## config.mk

```make
export PLATFORM = sky130hd
export DESIGN_NAME = serial_latch_bank
export DESIGN_NICKNAME = d
export VERILOG_FILES = /design/src/rtl/slb_pkg.sv /design/src/rtl/slb_sampler.sv /design/src/rtl/slb_pointer.sv /design/src/rtl/slb_bank.sv /design/src/rtl/slb_full.sv /design/src/rtl/serial_latch_bank.sv
export SDC_FILE = /design/constraint.sdc
export NUM_CORES = 1
export LEC_CHECK = 0
export ABC_CLOCK_PERIOD_IN_PS = 2580
export BUFFER_PORTS_ARGS = -buffer_cell sky130_fd_sc_hd__clkbuf_2
export CAP_MARGIN = 0
export CORE_MARGIN = 2
export CORE_UTILIZATION = 55
export CTS_CLUSTER_SIZE = 20
export DETAILED_ROUTE_END_ITERATION = 10
export GPL_TIMING_DRIVEN = 0
export PLACE_DENSITY = 0.8
export SETUP_SLACK_MARGIN = 0.2
export SLEW_MARGIN = 20
export SYNTH_ARGS = -nofsm -noshare
export SYNTH_HDL_FRONTEND = slang
export SYNTH_SLANG_ARGS = --single-unit
```

## constraint.sdc

```tcl
create_clock -name clk -period 2.58 [get_ports clk]
set_input_delay 0.387 -clock clk [delete_from_list [all_inputs] [get_ports clk]]
set_output_delay 0.387 -clock clk [all_outputs]
set_load 0.02 [all_outputs]
```

## src/rtl/slb_pkg.sv

```systemverilog
package slb_pkg;
  localparam int unsigned SLB_DEPTH_DEFAULT = 8;

  // Edge-tracked control pins, in sampler bit order
  typedef enum int unsigned {
    EDGE_INC = 0,
    EDGE_STB = 1,
    EDGE_NUM = 2
  } edge_idx_e;

  // Level-only pins, in sampler bit order
  typedef enum int unsigned {
    LVL_CLR = 0,
    LVL_DIN = 1,
    LVL_NUM = 2
  } lvl_idx_e;
endpackage

```

## src/rtl/slb_sampler.sv

```systemverilog
module slb_sampler #(
  parameter int unsigned LVL_W  = 2,
  parameter int unsigned EDGE_W = 2
) (
  input  logic              clk,
  input  logic              rst_n,
  input  logic [LVL_W-1:0]  lvl_in,
  input  logic [EDGE_W-1:0] edge_in,
  output logic [LVL_W-1:0]  lvl_out,
  output logic [EDGE_W-1:0] edge_lvl,
  output logic [EDGE_W-1:0] edge_fall
);
  logic [LVL_W-1:0] lvl_q;
  always_ff @(posedge clk or negedge rst_n) begin
    if (!rst_n) lvl_q <= '0;
    else        lvl_q <= lvl_in;
  end
  assign lvl_out = lvl_q;

  for (genvar g = 0; g < EDGE_W; g++) begin : g_edge
    logic cur_q, prev_q;
    always_ff @(posedge clk or negedge rst_n) begin
      if (!rst_n) begin
        cur_q  <= 1'b0;
        prev_q <= 1'b0;
      end else begin
        cur_q  <= edge_in[g];
        prev_q <= cur_q;
      end
    end
    assign edge_lvl[g]  = cur_q;
    assign edge_fall[g] = prev_q & ~cur_q;

    // a fall lasts exactly one cycle
    p_fall_once_r8: assert property (@(posedge clk) disable iff (!rst_n)
      edge_fall[g] |=> !edge_fall[g]);
  end
endmodule

```

## src/rtl/slb_pointer.sv

```systemverilog
module slb_pointer #(
  parameter int unsigned DEPTH = 8,
  localparam int unsigned PTR_W = (DEPTH > 1) ? $clog2(DEPTH) : 1
) (
  input  logic             clk,
  input  logic             rst_n,
  input  logic             clr,
  input  logic             inc_lvl,
  input  logic             inc_fall,
  output logic [PTR_W-1:0] ptr
);
  localparam logic [PTR_W-1:0] LAST = PTR_W'(DEPTH - 1);

  logic [PTR_W-1:0] ptr_q;
  always_ff @(posedge clk or negedge rst_n) begin
    if (!rst_n)        ptr_q <= '0;
    else if (clr)      ptr_q <= '0;
    else if (inc_fall) ptr_q <= (ptr_q == LAST) ? '0 : ptr_q + PTR_W'(1);
  end
  assign ptr = ptr_q;

  p_ptr_hold_r2: assert property (@(posedge clk) disable iff (!rst_n)
    (!clr && !inc_fall) |=> $stable(ptr_q));
  p_ptr_step_r2: assert property (@(posedge clk) disable iff (!rst_n)
    (!clr && inc_fall && ptr_q != LAST) |=> ptr_q == $past(ptr_q) + PTR_W'(1));
  p_ptr_wrap_r2: assert property (@(posedge clk) disable iff (!rst_n)
    (!clr && inc_fall && ptr_q == LAST) |=> ptr_q == '0);
  p_ptr_clear_r1: assert property (@(posedge clk) disable iff (!rst_n)
    clr |=> ptr_q == '0);
  p_ptr_high_r8: assert property (@(posedge clk) disable iff (!rst_n)
    (!clr && inc_lvl) |=> $stable(ptr_q));
endmodule

```

## src/rtl/slb_bank.sv

```systemverilog
module slb_bank #(
  parameter int unsigned DEPTH = 8,
  localparam int unsigned PTR_W = (DEPTH > 1) ? $clog2(DEPTH) : 1
) (
  input  logic             clk,
  input  logic             rst_n,
  input  logic             clr,
  input  logic             stb_lvl,
  input  logic             din,
  input  logic [PTR_W-1:0] ptr,
  output logic [DEPTH-1:0] bits
);
  logic [DEPTH-1:0] sel;
  logic [DEPTH-1:0] bits_q;

  always_comb begin
    sel = '0;
    for (int i = 0; i < DEPTH; i++)
      if (ptr == PTR_W'(i)) sel[i] = 1'b1;
  end

  for (genvar g = 0; g < DEPTH; g++) begin : g_entry
    always_ff @(posedge clk or negedge rst_n) begin
      if (!rst_n)                  bits_q[g] <= 1'b0;
      else if (clr)                bits_q[g] <= 1'b0;
      else if (stb_lvl && sel[g])  bits_q[g] <= din;
    end
  end
  assign bits = bits_q;

  p_bank_clear_r1: assert property (@(posedge clk) disable iff (!rst_n)
    clr |=> bits_q == '0);
  p_bank_hold_r3: assert property (@(posedge clk) disable iff (!rst_n)
    (!clr && !stb_lvl) |=> $stable(bits_q));
  p_bank_single_r3: assert property (@(posedge clk) disable iff (!rst_n)
    !clr |=> $countones(bits_q ^ $past(bits_q)) <= 1);
  p_bank_data_r3: assert property (@(posedge clk) disable iff (!rst_n)
    (!clr && stb_lvl) |=> bits_q[$past(ptr)] == $past(din));
endmodule

```

## src/rtl/slb_full.sv

```systemverilog
module slb_full #(
  parameter int unsigned DEPTH = 8,
  localparam int unsigned PTR_W = (DEPTH > 1) ? $clog2(DEPTH) : 1
) (
  input  logic             clk,
  input  logic             rst_n,
  input  logic             clr,
  input  logic             stb_fall,
  input  logic [PTR_W-1:0] ptr,
  output logic             full
);
  localparam logic [PTR_W-1:0] LAST = PTR_W'(DEPTH - 1);

  logic full_q;
  always_ff @(posedge clk or negedge rst_n) begin
    if (!rst_n)                         full_q <= 1'b0;
    else if (clr)                       full_q <= 1'b0;
    else if (stb_fall && ptr == LAST)   full_q <= 1'b1;
  end
  assign full = full_q;

  p_full_set_r5: assert property (@(posedge clk) disable iff (!rst_n)
    (!clr && stb_fall && ptr == LAST) |=> full_q);
  p_full_quiet_r5: assert property (@(posedge clk) disable iff (!rst_n)
    (!full_q && !(stb_fall && ptr == LAST)) |=> !full_q);
  p_full_sticky_r6: assert property (@(posedge clk) disable iff (!rst_n)
    (full_q && !clr) |=> full_q);
  p_full_clear_r7: assert property (@(posedge clk) disable iff (!rst_n)
    clr |=> !full_q);
endmodule

```

## src/rtl/serial_latch_bank.sv

```systemverilog
module serial_latch_bank #(
  parameter int unsigned DEPTH = slb_pkg::SLB_DEPTH_DEFAULT,
  localparam int unsigned PTR_W = (DEPTH > 1) ? $clog2(DEPTH) : 1
) (
  input  logic             clk,
  input  logic             rst_n,
  input  logic             clr,
  input  logic             inc,
  input  logic             stb,
  input  logic             din,
  input  logic             drive_n,
  output logic [DEPTH-1:0] bus_q,
  output logic             bus_oe,
  output logic             full_sink
);
  import slb_pkg::*;

  logic [LVL_NUM-1:0]  lvl_raw, lvl_s;
  logic [EDGE_NUM-1:0] edge_raw, edge_s, edge_f;
  logic [PTR_W-1:0]    ptr;
  logic [DEPTH-1:0]    bits;
  logic                full;

  always_comb begin
    lvl_raw           = '0;
    lvl_raw[LVL_CLR]  = clr;
    lvl_raw[LVL_DIN]  = din;
    edge_raw          = '0;
    edge_raw[EDGE_INC] = inc;
    edge_raw[EDGE_STB] = stb;
  end

  slb_sampler #(.LVL_W(LVL_NUM), .EDGE_W(EDGE_NUM)) u_sampler (
    .clk(clk), .rst_n(rst_n),
    .lvl_in(lvl_raw), .edge_in(edge_raw),
    .lvl_out(lvl_s), .edge_lvl(edge_s), .edge_fall(edge_f)
  );

  slb_pointer #(.DEPTH(DEPTH)) u_pointer (
    .clk(clk), .rst_n(rst_n), .clr(lvl_s[LVL_CLR]),
    .inc_lvl(edge_s[EDGE_INC]), .inc_fall(edge_f[EDGE_INC]), .ptr(ptr)
  );

  slb_bank #(.DEPTH(DEPTH)) u_bank (
    .clk(clk), .rst_n(rst_n), .clr(lvl_s[LVL_CLR]),
    .stb_lvl(edge_s[EDGE_STB]), .din(lvl_s[LVL_DIN]), .ptr(ptr), .bits(bits)
  );

  slb_full #(.DEPTH(DEPTH)) u_full (
    .clk(clk), .rst_n(rst_n), .clr(lvl_s[LVL_CLR]),
    .stb_fall(edge_f[EDGE_STB]), .ptr(ptr), .full(full)
  );

  assign bus_oe    = ~drive_n;
  assign bus_q     = bus_oe ? bits : '0;
  assign full_sink = full;

  p_bus_gate_r4: assert property (@(posedge clk) disable iff (!rst_n)
    drive_n |-> (bus_q == '0 && !bus_oe));
  p_clr_swallow_r7: assert property (@(posedge clk) disable iff (!rst_n)
    lvl_s[LVL_CLR] |=> (bits == '0 && ptr == '0 && !full_sink));
endmodule

```

=== Word-level counts from Yosys, hierarchy flattened ===
Cells that the tools add are included.

* Output and inout port bits: 10
* Bits in registers: 18

* Reductions and logical operators: 20
* Eq/ne operators: 7
* Multiplexer cells: 30
* Bitwise gates (word level): 5
* Add/subtract/negate cells: 1

{| class="wikitable"
|+ Operators with widths
! cell !! count
|-
| $mux W1 || 26
|-
| $reduce_bool A2 Y1 || 10
|-
| $eq A3 B3 Y1 const B || 4
|-
| $logic_and A1 B1 Y1 || 9
|-
| $mux W3 || 3
|-
| $mux W8 || 1
|-
| $eq A3 B2 Y1 const B || 2
|-
| $add A3 B1 Y3 const B || 1
|-
| $eq A3 B1 Y1 const B || 1
|-
| $logic_not A3 Y1 || 1
|-
| $not A1 Y1 || 3
|-
| $and A1 B1 Y1 || 2
|}

=== Longest topological paths before layout ===
Gate-level depths: netlist of run 1.

* Depth after elaboration: 5
* Gate-level depth with buffers: 5
* Mapped depth without buffers: 5

=== Hierarchy ===
A second synthesis of run 1 with hierarchy kept.

* Cell total of the unflattened synthesis: 69
* Area total of the unflattened synthesis: 867.1 µm²

{| class="wikitable"
|+ Modules (own cells, without submodules)
! module !! cells an instance !! area each (µm²) !! times used !! seq. area each (µm²)
|-
| slb_bank || 34 || 426.7 || 1 || 200.2
|-
| slb_sampler || 10 || 192.7 || 1 || 150.1
|-
| slb_pointer || 13 || 156.4 || 1 || 75.1
|-
| serial_latch_bank || 9 || 53.8 || 1 || 0.0
|-
| slb_full || 3 || 37.5 || 1 || 25.0
|}

=== Least setup slack after synthesis of run 1 ===
No wires, ideal clock.

* Kind: reg-to-reg
* Start: register u_pointer.ptr_q[0] (netlist: u_pointer.ptr[0])
* End: register u_pointer.ptr_q[1] (netlist: u_pointer.ptr[1])
* Data required time: 2.508 ns
* Setup time: 0.072 ns
* Arrival: 1.080 ns
* Setup slack: 1.428 ns
* Period minus slack after synthesis: 1.152 ns
* Stages on the path, launching flop included: 6
* Path through: dfrtp_1 ha_1 ha_1 nor2b_1 mux2i_1 nor2_1

* Cells in the longest elaborated chain, start to end: 4

{| class="wikitable"
|+ RTL lines
! what !! line !! RTL
|-
| start, declared || slb_pointer.sv:14 || <nowiki>logic [PTR_W-1:0] ptr_q;</nowiki>
|-
| start signal, assigned || slb_pointer.sv:18 || <nowiki>else if (inc_fall) ptr_q <= (ptr_q == LAST) ? '0 : ptr_q + PTR_W'(1);</nowiki>
|-
| $add A3 B1 Y3 or $eq A3 B3 Y1 (tied branches) || slb_pointer.sv:18 ||
|-
| $mux W3 (*) (2 in series) || slb_pointer.sv:18 ||
|-
| $mux W3 (*) || slb_pointer.sv:17 || <nowiki>else if (clr) ptr_q <= '0;</nowiki>
|}

Mark *: on every way between the ends. The rest lies on a longest branch, timed or not. The select of a mux whose other input is x is not followed.
A chain may end at the register's enable or synchronous reset.

=== Worst setup path after layout of run 1 ===
* Start: register u_bank.bits_q[0] (netlist: u_bank.bits[0])
* End: output port bus_q[0]

* Cells in the longest elaborated chain, start to end: 1

{| class="wikitable"
|+ RTL lines
! what !! line !! RTL
|-
| start, declared || slb_bank.sv:14 || <nowiki>logic [DEPTH-1:0] bits_q;</nowiki>
|-
| start signal, assigned by index || slb_bank.sv:26 || <nowiki>else if (stb_lvl && sel[g]) bits_q[g] <= din;</nowiki>
|-
| $mux W8 || serial_latch_bank.sv:55 || <nowiki>assign bus_q = bus_oe ? bits : '0;</nowiki>
|-
| end, declared || serial_latch_bank.sv:12 || <nowiki>output logic [DEPTH-1:0] bus_q,</nowiki>
|}

No other way between the ends.

==> Flow_metrics.wiki, run 1 <==
{| class="wikitable"
! Metric !! Value
|-
| Run status || completed
|-
| Sum of routed wire length over all layers || roughly 1300 µm
|-
| Normalized max-slew margin || between 60% and 70%
|-
| Data required time of the critical path || between 2 and 2.5 ns
|-
| Fmax achieved || between 700 and 800 MHz
|-
| Adder and majority gate portion of the synthesized area || just under 9%
|-
| Number of synthesized register bits || 18
|-
| Kind of capture point of the worst setup path || output port
|-
| Post-detailed-placement half-perimeter wirelength || roughly 940 µm
|-
| Post-Synth XOR/XNOR Area || 0%
|-
| I/O pin count || 17
|-
| Reported leakage power || 0.524 nW
|-
| Number of diodes || 0
|-
| Tightest Hold Check Type || in -> async
|-
| Post-synth EDFFs || 0
|-
| Async S/R FF share, synth || 100%
|-
| Complex-gate fraction of the synthesized area || about 2.8%
|-
| DRT antenna net count || 0
|-
| YS warnings || 0
|-
| Multiplexer share of the synthesized area || under 10%
|-
| Combined area of all synthesized cells || 845 µm²
|-
| TritonCTS Buffers || 3
|-
| Synth-to-Final Area Change || 16.1%
|-
| First-pass GRT wire length || between 2000 and 2500 µm
|-
| Final weighted congestion of routability-driven global placement || roughly 0.74
|-
| CTS sink cnt || 18
|-
| Share of the yosys chip area belonging to registers || ~53%
|-
| Grt total ovfl || 0
|-
| Clock period minus final worst setup slack || approximately 1.3 ns
|-
| Post-route setup TNS || 0 ns
|-
| Total die area || around 1900 µm²
|-
| Reg2reg setup slack || ~1.3 ns
|-
| Layout cell share with drive strength beyond 1 || around a quarter
|-
| Clock Tree Buf Depth || 2
|-
| Placed Instance Area || roughly 940 µm²
|-
| Number of global-route vias before repair || 509
|-
| Floorplan row count || 14
|-
| Kind of start point of the critical path || register
|-
| Global-route usage over all layers || between 10% and 20%
|-
| Cell count after synthesis || 77
|-
| Data arrival, critical path || between 0.9 and 1 ns
|-
| Final cell area excluding filler cells || between 900 and 1000 µm²
|-
| Setup skew after layout || 0.00550 ns
|-
| Final critical-path share of the clock period || a little over half
|-
| Chip Height || roughly 43 µm
|-
| Maximum VDD drop || slightly above 0.4 mV
|-
| 1st-pass router iterations || 3
|-
| Post-Syn Area per Cell || approximately 11 µm²
|-
| Cts repair resizes || 0
|-
| Buffer type at the clock tree root || sky130_fd_sc_hd__clkbuf_4
|-
| Post-synthesis net count || 90
|-
| Initial DRC Count || 7
|-
| Post-route DRC || 0
|-
| Buffer count from post-CTS setup fixing || 0
|-
| # H-tree levels || 1
|-
| Slew at the pin closest to its max-slew limit || approximately 0.46 ns
|-
| Input/output buffers || 16
|-
| Floorplan die width || approximately 43 µm
|-
| Reg clk slew, reported paths || ~0.10 ns
|-
| Worst setup path class || reg -> out
|-
| Effective utilization at floorplan || around 57%
|-
| Clock latency reported for the late side of the worst-skew pair || roughly 0.29 ns
|-
| Max-capacitance violation count || 0
|-
| TritonCTS clock tree || yes
|-
| Number of nets in the layout || around 110
|-
| Post-synthesis simple-gate area fraction || approximately a fifth
|-
| Core area || between 1000 and 1500 µm²
|-
| Drt via density || about 5
|-
| Antenna violations before repair || 0
|-
| Hold violation total from the final report || 0
|-
| Highest fanout seen on the critical path || 2
|-
| Power Dens Cells || 531 nW/µm²
|-
| RSZ-0062 raised after global routing || false
|-
| Most used flip-flop cell after synthesis || sky130_fd_sc_hd__dfrtp_1
|-
| Mean routed wirelength per cell || between 10 and 15 µm
|-
| Main combinational cell family by area after synthesis || simple AND/OR/NAND/NOR gates
|-
| Pins over their slew limit || 0
|-
| Pin count of the biggest net entering global routing || 19
|-
| Number of distinct library cell variants in the gate-level netlist after synthesis || 17
|-
| Count of hold-fix buffers inserted at cts || 0
|-
| Vias || approximately 560
|-
| Number of setup violations in the final report || 0
|}
-- cell usage after synthesis (2+ instances only) --
cell type / number / area (µm²)
sky130_fd_sc_hd__nor2b_1: 9 / 56.3
sky130_fd_sc_hd__nor2_1: 11 / 41.3
sky130_fd_sc_hd__nand2_1: 4 / 15.0
sky130_fd_sc_hd__dfrtp_1: 18 / 450
sky130_fd_sc_hd__nand3_1: 5 / 25.0
sky130_fd_sc_hd__ha_1: 6 / 75.1
sky130_fd_sc_hd__nand3b_1: 3 / 22.5
sky130_fd_sc_hd__inv_1: 4 / 15.0
sky130_fd_sc_hd__mux2i_1: 8 / 80.1
sky130_fd_sc_hd__a21oi_1: 2 / 10.0
-- report_power, final --
group | switching [mW] | leakage (nW) | internal (mW) | total (mW)
sequential | 0.00810 | 0.235 | 0.292 | 0.300
combinational | 0.0285 | 0.267 | 0.0205 | 0.0490
clock | 0.0863 | 0.0210 | 0.0859 | 0.172
-- cell families (layout without fill, tap and decap cells) --
group	count (synthesis)	in the layout
simple gates	33	33
flops	18	18
mux	8	8
buf+inv	8	28
fa+ha+maj	6	6
compound gates	4	4
-- metal layers --
metal  up-vias  track usage [%]  wire length, µm
met3         2             2.55               64
met5         -                0                0
met2        14             25.1              610
met4         0             5.45               12
met1       252             22.1              648
li1        289                -                -
-- flip-flops by register name, indices dropped and copies added (netlist names) --
name and cells:
u_sampler.g_edge.cur_q 2, u_bank.bits 8, u_sampler.g_edge.prev_q 2, u_full.full 1
u_pointer.ptr 3, u_sampler.lvl_out 2
-- critical path, stage by stage (launching register included) --
cell and delay, ns:
sky130_fd_sc_hd__dfrtp_1 0.40, sky130_fd_sc_hd__nor2b_1 0.13, sky130_fd_sc_hd__clkbuf_2 0.15
-- worst paths after layout --
kind                                           start                         end  cells past startpoint
setup / recovery                      u_bank.bits[0]                    bus_q[0]                      2
hold / removal                                 rst_n              u_bank.bits[3]                      1
setup reg to reg                    u_pointer.ptr[0]            u_pointer.ptr[1]                      5
hold reg to reg            u_sampler.g_edge[1].cur_q  u_sampler.g_edge[1].prev_q                      0
max in group asynchronous                      rst_n  u_sampler.g_edge[1].prev_q                      1
min in group clk                                 clr        u_sampler.lvl_out[0]                      1
-- layout by cell type (no fill, tap or decap) --
master / count
sky130_fd_sc_hd__a211oi_1: 1
sky130_fd_sc_hd__a21oi_1: 2
sky130_fd_sc_hd__a31oi_1: 1
sky130_fd_sc_hd__buf_4: 1
sky130_fd_sc_hd__buf_6: 1
sky130_fd_sc_hd__clkbuf_1: 1
sky130_fd_sc_hd__clkbuf_2: 16
sky130_fd_sc_hd__clkbuf_4: 3
sky130_fd_sc_hd__clkbuf_8: 1
sky130_fd_sc_hd__dfrtp_1: 18
sky130_fd_sc_hd__ha_1: 6
sky130_fd_sc_hd__inv_1: 4
sky130_fd_sc_hd__inv_2: 1
sky130_fd_sc_hd__mux2i_1: 8
sky130_fd_sc_hd__nand2_1: 4
sky130_fd_sc_hd__nand3_1: 5
sky130_fd_sc_hd__nand3b_1: 3
sky130_fd_sc_hd__nor2_1: 11
sky130_fd_sc_hd__nor2b_1: 9
sky130_fd_sc_hd__nor2b_4: 1
-- layout make-up --
cell class	instances	area, µm²
Clock buffer	4	36.3
Timing Repair Buffer	16	80.1
Tap cell	16	20.0
Multi-Input combinational cell	51	353
Inverter	5	18.8
Sequential cell	18	450
Buffer	3	22.5
Fill cell	123	490
-- metrics by stage --
| stage | hold WS, ns | total power [mW] | std cells | setup slack (ns) | utilization, % |
|---|---|---|---|---|---|
| floorplan | 0.0914 | 0.335 | 77 | 1.43 | - |
| global placement | 0.345 | 0.353 | 109 | 1.34 | 64.2 |
| detailed placement | 0.348 | 0.355 | 109 | 1.30 | 64.2 |
| CTS | 0.0260 | 0.525 | 113 | 1.22 | 66.7 |
| global route | 0.0590 | 0.540 | 113 | 1.15 | 66.7 |
| finish | 0.0119 | 0.521 | 113 | 1.23 | 66.7 |
(Power assumes the default switching activity.)
==> run 2: changes to the inputs <==
- ABC_AREA: unset -> 1
- ABC_CLOCK_PERIOD_IN_PS: 2580 -> 1250
- CORE_UTILIZATION: 55 -> 52
- PLACE_DENSITY: 0.8 -> 0.75
- clock period: 2.58 -> 1.25 ns (I/O delays scaled with it)
==> run 2 against run 1 <==
- total power is 140% higher
- worst setup slack worse by 1.1 ns
- count of clock-buffer cells in the layout stayed put
- flip-flop and latch count stayed put
- hold slack better by 0.34 ns
- first-iteration DRC count is 86% higher
- sequential share of layout area is 11 points lower
- wire length is 42% higher
- area after synthesis is 7.3% higher
- sequential power is 110% higher
==> Flow_metrics.wiki, run 2 <==
{| class="wikitable"
! Metric !! Value
|-
| Final critical-path share of the clock period || 93.5%
|-
| Sum of routed wire length over all layers || 1900 µm
|-
| Initial DRC Count || 13
|-
| Number of nets in the layout || ~160
|-
| Tightest Hold Check Type || in -> async
|-
| Crit-path cells || ha_4 > ha_4 > nor2_2 > nand3_1 > o21ai_1
|-
| Global-route usage over all layers || between 20% and 30%
|-
| Post-synth EDFFs || 0
|-
| Max-capacitance violation count || 0
|-
| 1st-pass router iterations || 4
|-
| Floorplan die width || between 40 and 50 µm
|-
| Synth-to-Final Area Change || 44.2%
|-
| DRT antenna net count || 0
|-
| Kind of capture point of the worst setup path || register
|-
| Input/output buffers || 15
|-
| Clock Tree Buf Depth || 2
|-
| Effective utilization at floorplan || between 50% and 60%
|-
| Drt via density || between 5 and 6
|-
| Reg clk slew, reported paths || 0.10 ns
|-
| Post-Syn Area per Cell || 8.39 µm²
|-
| Smallest setup slack after layout || 0.0814 ns
|-
| Total die area || around 2100 µm²
|-
| Clock period minus final worst setup slack || about 1.2 ns
|-
| Core area || between 1500 and 2000 µm²
|-
| # H-tree levels || 1
|-
| Cell type contributing the most total cell area after synthesis || sky130_fd_sc_hd__dfrtp_1
|-
| Power Dens Cells || ~950 nW/µm²
|-
| Data required time of the critical path || 1.47 ns
|-
| Post-route DRC || 0
|-
| Grt total ovfl || 0
|-
| Setup skew after layout || 0.00293 ns
|-
| Peak per-stage delay on the critical path || ~0.45 ns
|-
| Number of diodes || 0
|-
| Async S/R FF share, synth || between 90% and 100%
|-
| Reg2reg setup slack || slightly above 0.08 ns
|-
| Share of the yosys chip area belonging to registers || 49.7%
|-
| First-pass GRT wire length || around 3000 µm
|-
| Mean routed wirelength per cell || ~12 µm
|-
| Combined area of all synthesized cells || 906 µm²
|-
| Sum of buffers and inverters on the critical path || 0
|-
| Flip-flop count of the largest register after layout || 8
|-
| Pins over their slew limit || 0
|-
| Hold violation total from the final report || 0
|-
| Commonest non-fill, non-tap cell in the layout || sky130_fd_sc_hd__nand2_1
|-
| Fmax achieved || between 800 and 900 MHz
|-
| Floorplan row count || 15
|-
| Most used flip-flop cell after synthesis || sky130_fd_sc_hd__dfrtp_1
|-
| Kind of start point of the critical path || register
|-
| I/O pin count || 17
|-
| Top cell types by occurrence after synthesis || sky130_fd_sc_hd__nand2_1 (21), sky130_fd_sc_hd__inv_1 (20), sky130_fd_sc_hd__dfrtp_1 (18)
|-
| CTS sink cnt || 18
|-
| Number of setup violations in the final report || 0
|-
| Fraction of post-synthesis cell area in the top cell type by area || about 50%
|-
| Normalized max-slew margin || between 60 and 70%
|-
| Stages on the worst setup path || 5
|-
| TritonCTS Buffers || 3
|-
| Cell mode on critical path || sky130_fd_sc_hd__ha_4
|-
| TritonCTS clock tree || yes
|-
| Final weighted congestion of routability-driven global placement || between 0.8 and 0.9
|-
| Number of synthesized register bits || 18
|-
| Chip Height || between 40 and 50 µm
|-
| Library cell contributing the largest single delay on the critical path || sky130_fd_sc_hd__dfrtp_2
|-
| Worst-case setup slack after placement || roughly 0.088 ns
|-
| Worst setup path class || reg -> reg
|-
| Highest fanout seen on the critical path || 4
|-
| RSZ-0062 raised after global routing || true
|-
| Vias || 803
|-
| Layout cell share with drive strength beyond 1 || roughly 45%
|-
| Data arrival, critical path || between 1 and 1.5 ns
|-
| Main area contributors after synthesis || sky130_fd_sc_hd__dfrtp_1 (50%), sky130_fd_sc_hd__nand2_1 (8.7%), sky130_fd_sc_hd__ha_1 (8.3%)
|-
| Cell count after synthesis || approximately 110
|-
| Post-route setup TNS || 0 ns
|-
| Clock latency reported for the late side of the worst-skew pair || roughly 0.30 ns
|-
| Number of distinct library cell variants in the gate-level netlist after synthesis || 17
|-
| R2R depth || 5
|-
| Pin count of the biggest net entering global routing || 19
|-
| Top library cells by usage in the layout, fill and taps aside || sky130_fd_sc_hd__nand2_1 (17), sky130_fd_sc_hd__buf_4 (16), sky130_fd_sc_hd__dfrtp_1 (15)
|-
| Worst path top cell family by delay || flip-flops
|-
| Antenna violations before repair || 0
|-
| Slew at the pin closest to its max-slew limit || 0.452 ns
|-
| Dominant cell by count in the synthesized netlist || sky130_fd_sc_hd__nand2_1
|-
| Post-detailed-placement half-perimeter wirelength || approximately 1100 µm
|-
| Maximum VDD drop || between 0.8 and 0.9 mV
|-
| Buffer type at the clock tree root || sky130_fd_sc_hd__clkbuf_4
|-
| Post-synthesis net count || 121
|-
| Reported leakage power || between 0.6 and 0.7 nW
|-
| Run status || completed
|-
| YS warnings || 0
|-
| Number of global-route vias before repair || 725
|}
==> run 2: area by class of cell <==
cell class,instances,area [µm²]
clock buffer,4,36.3
inverter,21,78.8
buffer,3,20.0
sequential,18,454
fill,115,383
tap,17,21.3
timing repair buffer,31,245
multi-input combinational,66,450
==> run 2: through the flow <==
step / instances / cell area [µm²] / utilization, % / hold WS [ns] / total power [mW]
after CTS: 157 / 1240 / 73.3 / 0.369 / 1.21
after floorplan: 108 / 913 / - / -0.108 / 0.753
final: 160 / 1310 / 77.3 / 0.353 / 1.24
after global placement: 140 / 1010 / 59.8 / 0.146 / 0.800
after detailed placement: 140 / 1010 / 59.8 / 0.152 / 0.806
after global routing: 160 / 1310 / 77.3 / 0.411 / 1.29
==> run 2: logic make-up (layout without fill, tap and decap cells) <==
kind of cell	Yosys count	count (layout)	synth area share (%)
compound gates	6	6	4.14
simple gates	54	54	26.9
buf+inv	24	59	10.9
fa+ha+maj	6	6	8.29
flops	18	18	49.7
==> run 2: routing by layer <==
metal	share of wire [%]	GRT usage [%]	vias up
li1	-	-	392
met1	40	24.8	377
met2	53	34.1	23
met3	3.7	2.38	11
met4	3.1	10.9	0
met5	0	0	-
==> run 2: worst paths after layout <==
kind                                           start                         end
setup / recovery                    u_pointer.ptr[0]            u_pointer.ptr[0]
hold / removal                                 rst_n              u_bank.bits[7]
setup reg to reg                    u_pointer.ptr[0]            u_pointer.ptr[0]
hold reg to reg            u_sampler.g_edge[1].cur_q  u_sampler.g_edge[1].prev_q
max in group asynchronous                      rst_n            u_pointer.ptr[1]
min in group clk           u_sampler.g_edge[1].cur_q  u_sampler.g_edge[1].prev_q
==> run 2: what timing repair did <==
item	CTS	global route
pin swaps	6	2
hold buffers	5	0
hold endpoints to repair	22	0
buffers inserted	8	3
gates resized for setup	23	27
setup endpoints to repair	18	21
==> run 2: where the power goes <==
part           internal [mW]  switching, mW  leakage [nW]  total, mW
Combinational          0.110          0.128         0.421      0.238
Sequential             0.616         0.0222         0.225      0.639
Clock                  0.178          0.181        0.0210      0.359
Total                  0.904          0.331         0.667       1.24
